### config.mk
export PLATFORM = sky130hd
export DESIGN_NAME = mbs_strobe_gen
export DESIGN_NICKNAME = d
export VERILOG_FILES = /design/src/rtl/mbs_pkg.sv /design/src/rtl/mbs_sync.sv /design/src/rtl/mbs_int_clk.sv /design/src/rtl/mbs_edge_sel.sv /design/src/rtl/mbs_strobe_gen.sv
export SDC_FILE = /design/constraint.sdc
export NUM_CORES = 1
export LEC_CHECK = 0
export BUFFER_PORTS_ARGS = -buffer_cell sky130_fd_sc_hd__buf_2
export CAP_MARGIN = 20
export CORE_ASPECT_RATIO = 1.1
export CORE_MARGIN = 4
export CORE_UTILIZATION = 49
export CTS_BUF_LIST = sky130_fd_sc_hd__clkbuf_4 sky130_fd_sc_hd__clkbuf_8
export CTS_CLUSTER_SIZE = 16
export DETAILED_ROUTE_END_ITERATION = 8
export MAX_ROUTING_LAYER = met4
export PLACE_DENSITY = 0.75
export SLEW_MARGIN = 10
export SYNTH_ARGS = -nofsm -noshare
export SYNTH_HDL_FRONTEND = slang
export SYNTH_SLANG_ARGS = --single-unit
### constraint.sdc
create_clock -name clk -period 2.2 [get_ports clk]
set_input_delay 0.33 -clock clk [delete_from_list [all_inputs] [get_ports clk]]
set_output_delay 0.33 -clock clk [all_outputs]
set_load 0.01 [all_outputs]
### src/rtl/mbs_pkg.sv
package mbs_pkg;

  typedef logic [2:0] smode_t;
  typedef logic [2:0] dsel_t;

  localparam smode_t SM_NONE  = 3'd0;
  localparam smode_t SM_RISE  = 3'd1;
  localparam smode_t SM_FALL  = 3'd2;
  localparam smode_t SM_BOTH  = 3'd3;
  localparam smode_t SM_RISE2 = 3'd5;
  localparam smode_t SM_FALL2 = 3'd6;

  localparam dsel_t DS_A     = 3'd2;
  localparam dsel_t DS_A_INV = 3'd3;
  localparam dsel_t DS_B     = 3'd4;
  localparam dsel_t DS_B_INV = 3'd5;

  // Selected data value; unlisted codes read as disconnected (0).
  function automatic logic pick_data(input dsel_t sel, input logic a, input logic b);
    logic v;
    case (sel)
      DS_A:     v = a;
      DS_A_INV: v = ~a;
      DS_B:     v = b;
      DS_B_INV: v = ~b;
      default:  v = 1'b0;
    endcase
    return v;
  endfunction

  function automatic logic mode_active(input smode_t m);
    return (m == SM_RISE) || (m == SM_FALL) || (m == SM_BOTH) ||
           (m == SM_RISE2) || (m == SM_FALL2);
  endfunction

  function automatic logic mode_divided(input smode_t m);
    return (m == SM_RISE2) || (m == SM_FALL2);
  endfunction

endpackage

### src/rtl/mbs_sync.sv
module mbs_sync #(
  parameter int W      = 1,
  parameter int STAGES = 2
) (
  input  logic         clk,
  input  logic         rst_n,
  input  logic [W-1:0] d,
  output logic [W-1:0] q
);
  logic [STAGES-1:0][W-1:0] stg_q;
  logic [STAGES-1:0][W-1:0] stg_d;

  always_comb begin
    stg_d[0] = d;
    for (int i = 1; i < STAGES; i++) stg_d[i] = stg_q[i-1];
  end

  always_ff @(posedge clk or negedge rst_n) begin
    if (!rst_n) stg_q <= '0;
    else        stg_q <= stg_d;
  end

  assign q = stg_q[STAGES-1];
endmodule

### src/rtl/mbs_int_clk.sv
module mbs_int_clk #(
  parameter int HALF = 4
) (
  input  logic clk,
  input  logic rst_n,
  output logic lvl
);
  localparam int CW = (HALF > 1) ? $clog2(HALF) : 1;
  localparam logic [CW-1:0] LAST = CW'(HALF - 1);

  logic [CW-1:0] cnt_q, cnt_d;
  logic          tog_q, tog_d;
  logic          wrap;

  always_comb begin
    wrap  = (cnt_q == LAST);
    cnt_d = wrap ? '0 : cnt_q + 1'b1;
    tog_d = wrap ? ~tog_q : tog_q;
  end

  always_ff @(posedge clk or negedge rst_n) begin
    if (!rst_n) begin
      cnt_q <= '0;
      tog_q <= 1'b0;
    end else begin
      cnt_q <= cnt_d;
      tog_q <= tog_d;
    end
  end

  assign lvl = tog_q;
endmodule

### src/rtl/mbs_edge_sel.sv
module mbs_edge_sel
  import mbs_pkg::*;
(
  input  logic   clk,
  input  logic   rst_n,
  input  logic   lvl,
  input  smode_t mode,
  input  logic   cfg_chg,
  output logic   fire
);
  logic prev_q;
  logic phase_q, phase_d;
  logic rise, fall, hit, div;

  always_comb begin
    rise = lvl & ~prev_q;
    fall = ~lvl & prev_q;
    case (mode)
      SM_RISE, SM_RISE2: hit = rise;
      SM_FALL, SM_FALL2: hit = fall;
      SM_BOTH:           hit = rise | fall;
      default:           hit = 1'b0;
    endcase
    div  = mode_divided(mode);
    fire = ~cfg_chg & hit & (~div | phase_q);
    if (cfg_chg)        phase_d = 1'b0;
    else if (hit & div) phase_d = ~phase_q;
    else                phase_d = phase_q;
  end

  always_ff @(posedge clk or negedge rst_n) begin
    if (!rst_n) begin
      prev_q  <= 1'b0;
      phase_q <= 1'b0;
    end else begin
      prev_q  <= lvl;
      phase_q <= phase_d;
    end
  end
endmodule

### src/rtl/mbs_strobe_gen.sv
module mbs_strobe_gen
  import mbs_pkg::*;
#(
  parameter int N_CLK_IN    = 4,
  parameter int SYNC_STAGES = 2,
  parameter int INT_HALF    = 4,
  parameter int SEL_W       = $clog2(N_CLK_IN + 2)
) (
  input  logic                clk,
  input  logic                rst_n,
  input  logic [N_CLK_IN-1:0] mod_clk,
  input  logic                data_a,
  input  logic                data_b,
  input  logic [SEL_W-1:0]    clk_sel,
  input  logic [2:0]          data_sel,
  input  logic [2:0]          strobe_mode,
  output logic                strobe,
  output logic                sample_bit
);
  localparam int              IDX_W    = $clog2(N_CLK_IN);
  localparam int              BUS_W    = N_CLK_IN + 2;
  localparam logic [SEL_W-1:0] INT_CODE = SEL_W'(N_CLK_IN);

  logic [BUS_W-1:0]    bus_s;
  logic [N_CLK_IN-1:0] clk_s;
  logic                da_s, db_s;
  logic                int_lvl;
  logic                sel_lvl;
  logic                cfg_chg;
  logic                fire;
  logic                bit_d;

  logic [SEL_W-1:0] clk_sel_q;
  smode_t           mode_q;
  logic             strobe_q;
  logic             bit_q;

  mbs_sync #(.W(BUS_W), .STAGES(SYNC_STAGES)) u_sync (
    .clk  (clk),
    .rst_n(rst_n),
    .d    ({data_b, data_a, mod_clk}),
    .q    (bus_s)
  );

  assign clk_s = bus_s[N_CLK_IN-1:0];
  assign da_s  = bus_s[N_CLK_IN];
  assign db_s  = bus_s[N_CLK_IN+1];

  mbs_int_clk #(.HALF(INT_HALF)) u_int_clk (
    .clk  (clk),
    .rst_n(rst_n),
    .lvl  (int_lvl)
  );

  always_comb begin
    sel_lvl = 1'b0;
    if (clk_sel < INT_CODE)       sel_lvl = clk_s[clk_sel[IDX_W-1:0]];
    else if (clk_sel == INT_CODE) sel_lvl = int_lvl;
    cfg_chg = (clk_sel != clk_sel_q) || (strobe_mode != mode_q);
    bit_d   = pick_data(data_sel, da_s, db_s);
  end

  mbs_edge_sel u_edge (
    .clk    (clk),
    .rst_n  (rst_n),
    .lvl    (sel_lvl),
    .mode   (strobe_mode),
    .cfg_chg(cfg_chg),
    .fire   (fire)
  );

  always_ff @(posedge clk or negedge rst_n) begin
    if (!rst_n) begin
      clk_sel_q <= '0;
      mode_q    <= SM_NONE;
      strobe_q  <= 1'b0;
    end else begin
      clk_sel_q <= clk_sel;
      mode_q    <= strobe_mode;
      strobe_q  <= fire;
    end
  end

  always_ff @(posedge clk or negedge rst_n) begin
    if (!rst_n)    bit_q <= 1'b0;
    else if (fire) bit_q <= bit_d;
  end

  assign strobe     = strobe_q;
  assign sample_bit = bit_q;
endmodule

==> run metrics, run 1 <==
Slew headroom 0.655; area share of xor/xnor cells in the synthesized design 0.0750; Tmin final 2.46 ns; violated checks negative setup slack; Tot Pwr 776 uW; area of the core 1800 um2; Die X-Extent 49.6 um; post-synthesis compound-gate area fraction 0.0549; worst-margin pin slew slightly above 0.5 ns; fmax 407 MHz; layout cells sized above 1 0.355; Detailed Route WL 1330 um; DP Worst Slack -0.366 ns; Total Neg Setup Slack -0.445 ns; nets 114; Mapped Nets 85; TritonRoute pass-1 iters 4; Pwr Density just under 700 nW/um2; TritonCTS buffer count 3; CTS Buffer Depth 2; CP Launch Type flip-flop; final worst path period share 1.12; Vias/cell 5.14; clk root buf clkbuf_4; Final Non-Filler Cells 111; Critical Path AT about 2.7 ns; via count 570; footprint of the multi-input gates around 310 um2; cell total after placement 104; Routed Antenna Nets 0; die extent in y roughly 54 um; num rows 16; antenna fix cells 0; Lkg Pwr about 0.00056 uW; clk_skew between 0.002 and 0.0025 ns; I/O pins 19; largest family of logic cells by synthesized area simple AND/OR/NAND/NOR gates; final count of pins violating max slew 0; Layout area overhead 22.8%; Placer Congestion a little under 0.8; Ys Warns 0; post-synthesis sequential area ratio 0.669; crit path max fanout 3; DIE AREA 2670 um2; PortBufs 18; max_cap viols 0; filler cell count 136; Reg area 626 um2; proportion of synthesized area in mux cells 0.0361; CTS sink cnt 25; GRT Total Usage 0.123; clock latency on the worst-skew pair 0.30 ns; largest net degree at the start of global routing 26; post-synthesis simple-gate area fraction 0.104; Synth Register Bits 25; H-tree depth 1; RSZ-0062 raised after global routing yes; final hold viol count 0; initial core utilization 0.519; DP HPWL 1010 um; # setup viols final 3; post-synthesis cell type count 21; vias in the first global route around 580; Netlist Area Pre-Place 935 um2; Iter 0 DRT Violations 2; Mean Syn Cell Area 14.4 um2; Gate Count Post-Synth 65; Final WS setup -0.257 ns; wire length per cell 12.0 um; required time of the critical path between 2 and 2.5 ns; hold slack 0.122 ns; WS Path Type reg2reg; Worst VDD drop 510 uV; CTS tree done; CTS clock-pin slew for the worst setup and hold paths roughly 0.12 ns; outcome complete, but fails checks; global route overflow 0; CP Capture Type flip-flop; initial antenna violation count 0; DRC violations left 0; Post-Synth Adder-Cell Area 0.0402; first-pass GRT wire length around 2300 um; HP Class in2reg
-- state kept, by name (all words and copies together), names as in the netlist, 2 cells and up --
register	flops
mode_q	3
clk_sel_q	3
u_int_clk.cnt_q	2
u_sync.stg_d	6
u_sync.q	6
-- worst max-delay path, cell delays in order, from the launching register on --
cell,delay [ns]
dfrtp_1,0.38
mux4_2,0.47
inv_2,0.08
o32ai_4,0.08
ha_1,0.27
or3b_1,0.35
a31o_1,0.20
nand4b_1,0.19
mux2_1,0.33
-- cells by family (layout without fill, tap and decap cells) --
kind of cell             Yosys count  count (layout)
flip-flops                        25              25
AND/OR/NAND/NOR                   14              14
AO/OA/AOI/OAI                      8               8
XOR/XNOR                           8               8
buffers and inverters              5              33
adder cells (fa/ha/maj)            3               3
multiplexers                       2               2
-- through the flow --
stage                      util  instance area [um2]
final                     0.637                 1150
after global routing      0.637                 1150
after CTS                 0.635                 1140
after detailed placement  0.598                 1080
after global placement    0.598                 1080
after floorplan               -                  942
-- Yosys cell counts --
master	count	area, um2
dfrtp_1	25	626
xor2_1	8	70.1
inv_1	5	18.8
a21oi_1	4	20.0
ha_1	3	37.5
nand2_1	3	11.3
nor2_1	3	11.3
a311oi_1	1	8.76
a31o_1	1	8.76
and3b_1	1	8.76
mux2_1	1	11.3
mux4_2	1	22.5
nand2b_1	1	6.26
nand3b_1	1	7.51
nand4b_1	1	8.76
nor3b_1	1	7.51
nor4_4	1	21.3
o21ai_0	1	5.00
o32ai_1	1	8.76
or3_1	1	6.26
or3b_1	1	8.76
-- what timing repair did --
item	in CTS	in global routing
buffers inserted	2	0
hold endpoints to repair	25	0
gates resized for setup	3	1
endpoints found under the setup margin	2	3
gates cloned	0	0
pin swaps	2	0
hold buffers	1	0
-- worst paths after layout --
| kind | startpoint | endpoint | slack [ns] | cells after the start |
|---|---|---|---|---|
| max in group asynchronous | rst_n | u_sync.q[4]$_DFF_PN0_ | 1.34 | 2 |
| max | u_sync.q[3]$_DFF_PN0_ | sample_bit$_DFFE_PN0P_ | -0.26 | 8 |
| min reg2reg | u_sync.stg_d[6]$_DFF_PN0_ | u_sync.q[0]$_DFF_PN0_ | 0.36 | 0 |
| max reg2reg | u_sync.q[3]$_DFF_PN0_ | sample_bit$_DFFE_PN0P_ | -0.26 | 8 |
| min | data_b | u_sync.stg_d[11]$_DFF_PN0_ | 0.12 | 1 |
| min in group asynchronous | rst_n | u_edge.phase_q$_DFFE_PN0P_ | 0.52 | 2 |
-- where the power goes --
part / switching (uW) / internal (uW)
logic: 45.5 / 41.6
clock network: 119 / 83.1
registers: 7.33 / 480
-- metal layers --
| layer | GRT usage | up-vias | routed length [um] |
|---|---|---|---|
| met5 | - | - | 0 |
| met4 | 0.0876 | 0 | 19 |
| met3 | 0.0360 | 4 | 79 |
| met2 | 0.203 | 13 | 679 |
| met1 | 0.128 | 277 | 552 |
| li1 | - | 276 | - |
-- cells in the final DEF, fill, tap and decap left out --
cell type	n
or3_1	1
a311oi_1	1
buf_2	18
buf_4	5
dfrtp_1	25
clkbuf_4	4
nand3b_1	1
nor4_4	1
nor2_1	3
nand2b_1	1
o32ai_4	1
nand2_1	3
xor2_1	8
or3b_1	1
a21oi_1	3
mux2_1	1
ha_1	3
nand4b_1	1
a21oi_2	1
a31o_1	1
o21ai_0	1
and3b_1	1
nor3b_1	1
mux4_2	1
dlygate4sd3_1	1
inv_2	2
inv_1	3
-- final cells by class --
cell class | instances | area share
Clock buffer | 4 | 0.0262
Inverter | 5 | 0.0164
Multi-Input combinational cell | 35 | 0.273
Sequential cell | 25 | 0.545
Tap cell | 18 | 0.0196
Timing Repair Buffer | 24 | 0.120
Power figures use the tool's default switching activity.
==> run 2, diff against run 1 <==
- ABC_AREA: not set -> 1
- BUFFER_PORTS_ARGS: -buffer_cell sky130_fd_sc_hd__buf_2 -> not set
- CORE_UTILIZATION: 49 -> 50
- CTS_CLUSTER_SIZE: 16 -> not set
- DONT_BUFFER_PORTS: not set -> 1
- PLACE_DENSITY: 0.75 -> 0.68
==> run 2 against run 1 <==
Net effect:
- the flow now finishes without violations
- power down 1.9%
- cell area decreased by 0.44%
- global-route usage increased by 0.23 points
- register-to-register slack better by 0.79 ns
- non-clock buffer count decreased by 22
- via count up 20%
- final cell count increased by 28%
- routed wire length is 21% higher
- combinational power down 17%
- die area increased by 8.9%
- sequential share of layout area increased by 0.24 points
- first-iteration DRC count grew to 4.0 times the previous value
==> run metrics, run 2 <==
antenna fix cells 0 (unchanged); H-tree depth 1 (unchanged); GRT Total Usage 0.125 (+0.00227); Sw Pwr 186 uW (+8.3%); I/O pins 19 (unchanged); layout cells sized above 1 0.193 (-0.162); hold slack 0.0229 ns (-0.0989 ns); Worst VDD drop 541 uV (+6.1%); final worst path period share 0.757 (-0.360); nets 135 (+18%); WS Path Type reg2reg; Worst path most repeated cell nand2_1; initial antenna violation count 0 (unchanged); commonest non-fill, non-tap cell in the layout nand2_1; Netlist Area Pre-Place 1050 um2 (+13%); worst-margin pin slew 0.593 ns (+0.0753 ns); Die X-Extent 51.8 um (+4.3%); via count 684 (+20%); Layout area overhead 8.30%; Pwr Density 667 nW/um2 (-1.5%); Yosys top cell area share 0.593 (-0.0762); area of the core 2000 um2 (+11%); Yosys top cell by area dfrtp_1; Internal 575 uW (-4.8%); Gate Count Post-Synth 108 (+66%); Detailed Route WL 1610 um (+21%); Reg2Reg Depth 10 (+2); CTS Buffer Depth 2 (unchanged); final hold viol count 0 (unchanged); critical path, cell by cell o21ai_0 > o22a_1 > o21ai_2 > ha_1 > nor2_1 > nand2_1 > nand3_2 > nand4_1 > nand2_1 > nand2_1; TritonCTS buffer count 3 (unchanged); DIE AREA 2910 um2 (+8.9%); Total Neg Setup Slack 0 ns (+0.445 ns); clock power share 0.264 (+0.003); Vias/cell 4.82 (-6.2%); clk_skew 0.00647 ns (+0.00444 ns); CTS clock-pin slew for the worst setup and hold paths 0.13 ns (about the same); # resized after CTS 0 (-3); PortBufs 0 (-18); fmax 601 MHz (+48%); crit path max fanout 4 (+1); post-synthesis cell type count 18 (-14%); Hold Path Depth 0 (-1); first-pass GRT wire length 2630 um (+14%); RSZ-0062 raised after global routing no; Util after Layout 0.571 (-0.0655); largest net degree at the start of global routing 26 (unchanged); HP Class in2reg; DP HPWL 1230 um (+21%); CP Launch Type flip-flop; Tmin final 1.66 ns (-0.793 ns); Post-synth ARST share 1.00 (unchanged); Ys Warns 0 (unchanged); wire length per cell 11.3 um (-5.4%); setup repair bufs after CTS 0 (-2); most frequent cell after synthesis nand2_1; CP max-delay cell dfrtp_1; num rows 17 (+1); final count of pins violating max slew 0 (unchanged); Iter 0 DRT Violations 8 (+6); required time of the critical path 2.42 ns (+0.02 ns); Lkg Pwr 0.000591 uW (+5.3%); Post-CTS Hold Buffers 1 (unchanged); max_cap viols 0 (unchanged); Top delay family on crit path simple AND/OR/NAND/NOR gates; Sw Ratio 0.245 (+0.0231); Synth Register Bits 25 (unchanged); post-synthesis sequential area ratio 0.593 (-0.0762); DP Worst Slack 0.515 ns (+0.881 ns); Slew headroom 0.604 (-0.0515); worst stage delay on the critical path 0.39 ns (-0.08 ns); Mapped Nets 128 (+51%); sum of buffers and inverters on the critical path 0 (-1); ys flop type dfrtp_1; vias in the first global route 684 (+18%); initial core utilization 0.528 (+0.00878); Post-synth top cells 26 x nand2_1, 25 x dfrtp_1, 11 x inv_1, 8 x nor2_1; CTS tree done; die extent in y 56.2 um (+4.4%); Placer Congestion 0.816 (+3.0%); global route overflow 0 (unchanged); most frequent cells in the layout 26 x nand2_1, 25 x dfrtp_1, 11 x inv_1, 8 x nor2_1; Critical Path AT 1.88 ns (-0.78 ns); WP depth 10 (+2); Routed Antenna Nets 0 (unchanged); # setup viols final 0 (-3); Reg power frac 0.641 (+0.014); outcome finished clean; Combinational Power Share 0.095 (-0.017); clk root buf clkbuf_4; Post-synth EDFFs 0 (unchanged); Mean Syn Cell Area 9.77 um2 (-32%); largest cells by area after synthesis dfrtp_1 59%, nand2_1 9.3%, inv_1 3.9%; CP Capture Type flip-flop; TritonRoute pass-1 iters 4 (unchanged); Final WS setup 0.536 ns (+0.793 ns); DRC violations left 0 (unchanged); clock latency on the worst-skew pair 0.31 ns (about the same); CTS sink cnt 25 (unchanged)
## run 2: cell count changes after synthesis, moves of 3 or more
cell     delta
inv_2       +6
nand2_1    +23
nand2_2     +4
inv_1       +6
xor2_1      -6
nand4_1     +3
nand3_1     +6
a21oi_1     -4
nor2_1      +5
## run 2: power groups by stage
stage / Combinational (uW) / Clock [uW] / Sequential [uW]
2_1_floorplan: 51.8 / 0 / 495
4_1_cts: 70.9 / 206 / 489
5_1_grt: 84.0 / 223 / 490
3_5_place_dp: 60.1 / 0 / 498
3_3_place_gp: 58.3 / 0 / 497
6_report: 72.4 / 201 / 488
## run 2: worst paths after layout
kind | from | to | slack (ns)
max | u_sync.q[0]$_DFF_PN0_ | sample_bit$_DFFE_PN0P_ | 0.54
min | mod_clk[1] | u_sync.stg_d[7]$_DFF_PN0_ | 0.02
max reg2reg | u_sync.q[0]$_DFF_PN0_ | sample_bit$_DFFE_PN0P_ | 0.54
min reg2reg | u_sync.stg_d[11]$_DFF_PN0_ | u_sync.q[5]$_DFF_PN0_ | 0.36
max in group asynchronous | rst_n | u_sync.stg_d[11]$_DFF_PN0_ | 1.27
min in group asynchronous | rst_n | mode_q[0]$_DFF_PN0_ | 0.44
## run 2: layer usage
layer,global-route usage,share of wire,wire length (um),up-vias
li1,-,-,-,346
met1,0.118,0.41,659,314
met2,0.224,0.53,847,20
met3,0.0402,0.045,72,4
met4,0.0562,0.018,29,0
met5,-,0,0,-
## run 2: logic make-up (layout without fill, tap and decap cells)
| family | Yosys count | after routing | synth area share |
|---|---|---|---|
| AOI/OAI and AO/OA | 6 | 6 | 0.0391 |
| xor gates and xnor gates | 4 | 4 | 0.0332 |
| adders and majority gates | 3 | 3 | 0.0356 |
| buffers and inverters | 17 | 23 | 0.0605 |
| DFF | 25 | 25 | 0.593 |
| and+or+nand+nor | 53 | 53 | 0.238 |
## run 2: worst register-to-register path, cell delays in order, from the launching register on
cell,delay [ns]
dfrtp_1,0.39
o21ai_0,0.17
o22a_1,0.16
o21ai_2,0.07
ha_1,0.27
nor2_1,0.10
nand2_1,0.07
nand3_2,0.09
nand4_1,0.12
nand2_1,0.08
nand2_1,0.04
## run 2: layout make-up
type,count,area [um2]
fillers,180,857
flip-flops and latches,25,626
multi-input cells,66,365
inverters,17,63.8
well taps,28,35.0
repair buffers,2,25.0
clock buffers,3,22.5
clock inverters,1,5.00
## run 2: stage by stage
| stage | total power (uW) | cells | instance area (um2) |
|---|---|---|---|
| floorplan | 547 | 108 | 1050 |
| global placement | 555 | 136 | 1090 |
| detailed placement | 558 | 136 | 1090 |
| CTS | 766 | 141 | 1130 |
| global route | 798 | 142 | 1140 |
| finish | 762 | 142 | 1140 |
==> run 3, diff against run 2 <==
- ABC_AREA: 1 -> 0
- PLACE_DENSITY: 0.68 -> not set
- clock period: 2.2 -> 1.7 ns (I/O delays scaled with it)
==> run 3 against run 2 <==
Net effect:
- the run now ends with negative setup slack left
- flip-flop and latch count did not move
- critical path type unchanged
- fmax fell by 32%
- power rose by 32%
- non-clock buffer count rose by 17
- largest power group unchanged
- clock power rose by 35%
- clock-buffer cell count did not move
- sequential share of layout area fell by 2.2 points
==> run metrics, run 3 (synthesis results as in run 1) <==
max_cap viols 0 (unchanged); TritonCTS buffer count 3 (unchanged); Worst VDD drop 709 uV (+31%); Tot Pwr 1010 uW (+32%); clk_skew 0.00357 ns (-0.00290 ns); Placer Congestion 0.720 (-12%); initial core utilization 0.525 (-0.00296); post-layout instance area 1190 um2 (+4.2%); nets 109 (-19%); clock latency on the worst-skew pair 0.31 ns (about the same); fmax 409 MHz (-32%); DIE AREA 2630 um2 (-9.7%); DP Worst Slack -0.774 ns (-1.29 ns); final count of pins violating max slew 0 (unchanged); Sw Ratio 0.229 (-0.0157); Critical Path AT 2.66 ns (+0.78 ns); worst stage delay on the critical path 0.46 ns (+0.07 ns); commonest non-fill, non-tap cell in the layout dfrtp_1; die extent in y 53.3 um (-5.0%); clock power share 0.270 (+0.006); PortBufs 0 (unchanged); largest net degree at the start of global routing 26 (unchanged); final hold viol count 0 (unchanged); num rows 16 (-1); Tmin final 2.45 ns (+0.783 ns); CTS Buffer Depth 2 (unchanged); Detailed Route WL 1350 um (-16%); Slew headroom 0.592 (-0.0116); Internal 777 uW (+35%); DRC violations left 0 (unchanged); layout cells sized above 1 0.170 (-0.0225); H-tree depth 1 (unchanged); CTS clock-pin slew for the worst setup and hold paths 0.14 ns (about the same); Iter 0 DRT Violations 2 (-6); global route overflow 0 (unchanged); RSZ-0062 raised after global routing yes; Cell Area, Placed 972 um2 (-11%); Lkg Pwr 0.000545 uW (-7.7%); CP max-delay cell mux4_2; sum of buffers and inverters on the critical path 1 (+1); critical path, cell by cell mux4_2 > inv_2 > o32ai_4 > ha_1 > or3b_1 > a31o_1 > nand4b_1 > mux2_1; Die X-Extent 49.2 um (-5.0%); most frequent cells in the layout 25 x dfrtp_1, 13 x dlygate4sd3_1, 8 x xor2_1, 5 x buf_4, 4 x a21oi_1; Final WS setup -0.747 ns (-1.28 ns); crit path max fanout 2 (-2); HP Class in2reg; area of the core 1780 um2 (-11%); wire length per cell 12.7 um (+12%); antenna fix cells 0 (unchanged); # setup viols final 3 (+3); GRT Total Usage 0.135 (+0.00977); final worst path period share 1.44 (+0.683); first-pass GRT wire length 2460 um (-6.3%); required time of the critical path 1.92 ns (-0.50 ns); Layout area overhead 27.3%; via count 569 (-17%); CTS sink cnt 25 (unchanged); violated checks negative setup slack; clk root buf clkbuf_4; Reg power frac 0.627 (-0.014); TritonRoute pass-1 iters 2 (-2); CTS tree done; Routed Antenna Nets 0 (unchanged); vias in the first global route 601 (-12%); Final Non-Filler Cells 106 (-25%); initial antenna violation count 0 (unchanged); CP Capture Type flip-flop; Sw Pwr 231 uW (+24%); outcome complete, but fails checks; Top delay family on crit path multiplexers; hold slack 0.162 ns (+0.139 ns); I/O pins 19 (unchanged); WS Path Type reg2reg; Pwr Density 847 nW/um2 (+27%); cell total after placement 84 (-38%); Vias/cell 5.37 (+11%); CP Launch Type flip-flop; worst-margin pin slew 0.610 ns (+0.0174 ns); Combinational Power Share 0.102 (+0.007); DP HPWL 939 um (-24%)
run 3: timing repair:
action | 4_1_cts | 5_1_grt
setup buffers | 3 | 1
pin swaps | 2 | 0
endpoints found under the setup margin | 3 | 3
hold endpoints to repair | 37 | 0
resized for setup | 3 | 0
hold buffers | 13 | 0
run 3: worst reg2reg max path: stages, from the launching register on:
cell and delay, ns:
dfrtp_1 0.40, mux4_2 0.46, inv_2 0.08, o32ai_4 0.08
ha_1 0.27, or3b_1 0.34, a31o_1 0.19, nand4b_1 0.21
mux2_1 0.33
run 3: layout make-up:
cell class	count	area [um2]
clock buffer	3	22.5
clock inverter	1	8.76
fill	127	592
inverter	5	18.8
multi-input combinational	35	309
sequential	25	626
tap	18	22.5
timing repair buffer	19	183
run 3: path summary, 6_finish.rpt:
path,startpoint,to,slack (ns),cells past startpoint
worst min-delay path,strobe_mode[2],u_edge.phase_q$_DFFE_PN0P_,0.16,3
worst min register to register,u_sync.stg_d[7]$_DFF_PN0_,u_sync.q[1]$_DFF_PN0_,0.37,0
worst max-delay path,u_sync.q[0]$_DFF_PN0_,sample_bit$_DFFE_PN0P_,-0.75,8
max in group asynchronous,rst_n,u_int_clk.lvl$_DFFE_PN0P_,0.84,2
worst max register to register,u_sync.q[0]$_DFF_PN0_,sample_bit$_DFFE_PN0P_,-0.75,8
min in group asynchronous,rst_n,u_sync.q[5]$_DFF_PN0_,0.37,1
run 3: power by group through the flow:
stage / Combinational (uW) / Clock, uW / Sequential, uW
floorplan: 48.1 / 0 / 642
global placement: 53.4 / 0 / 644
detailed placement: 54.5 / 0 / 645
CTS: 98.7 / 284 / 633
global route: 117 / 310 / 636
finish: 103 / 272 / 632
run 3: per-stage QoR:
stage          utilization  setup TNS [ns]
2_1_floorplan            -           -1.54
3_3_place_gp         0.546           -1.75
3_5_place_dp         0.546           -1.87
4_1_cts              0.655           -2.09
5_1_grt              0.668           -2.42
6_report             0.668           -2.03
run 3: per-layer routing:
metal	vias up	track usage	routed length [um]
met5	-	-	0
met4	0	0.0711	21
met3	4	0.0366	77
met2	17	0.232	686
met1	281	0.144	563
li1	267	-	-
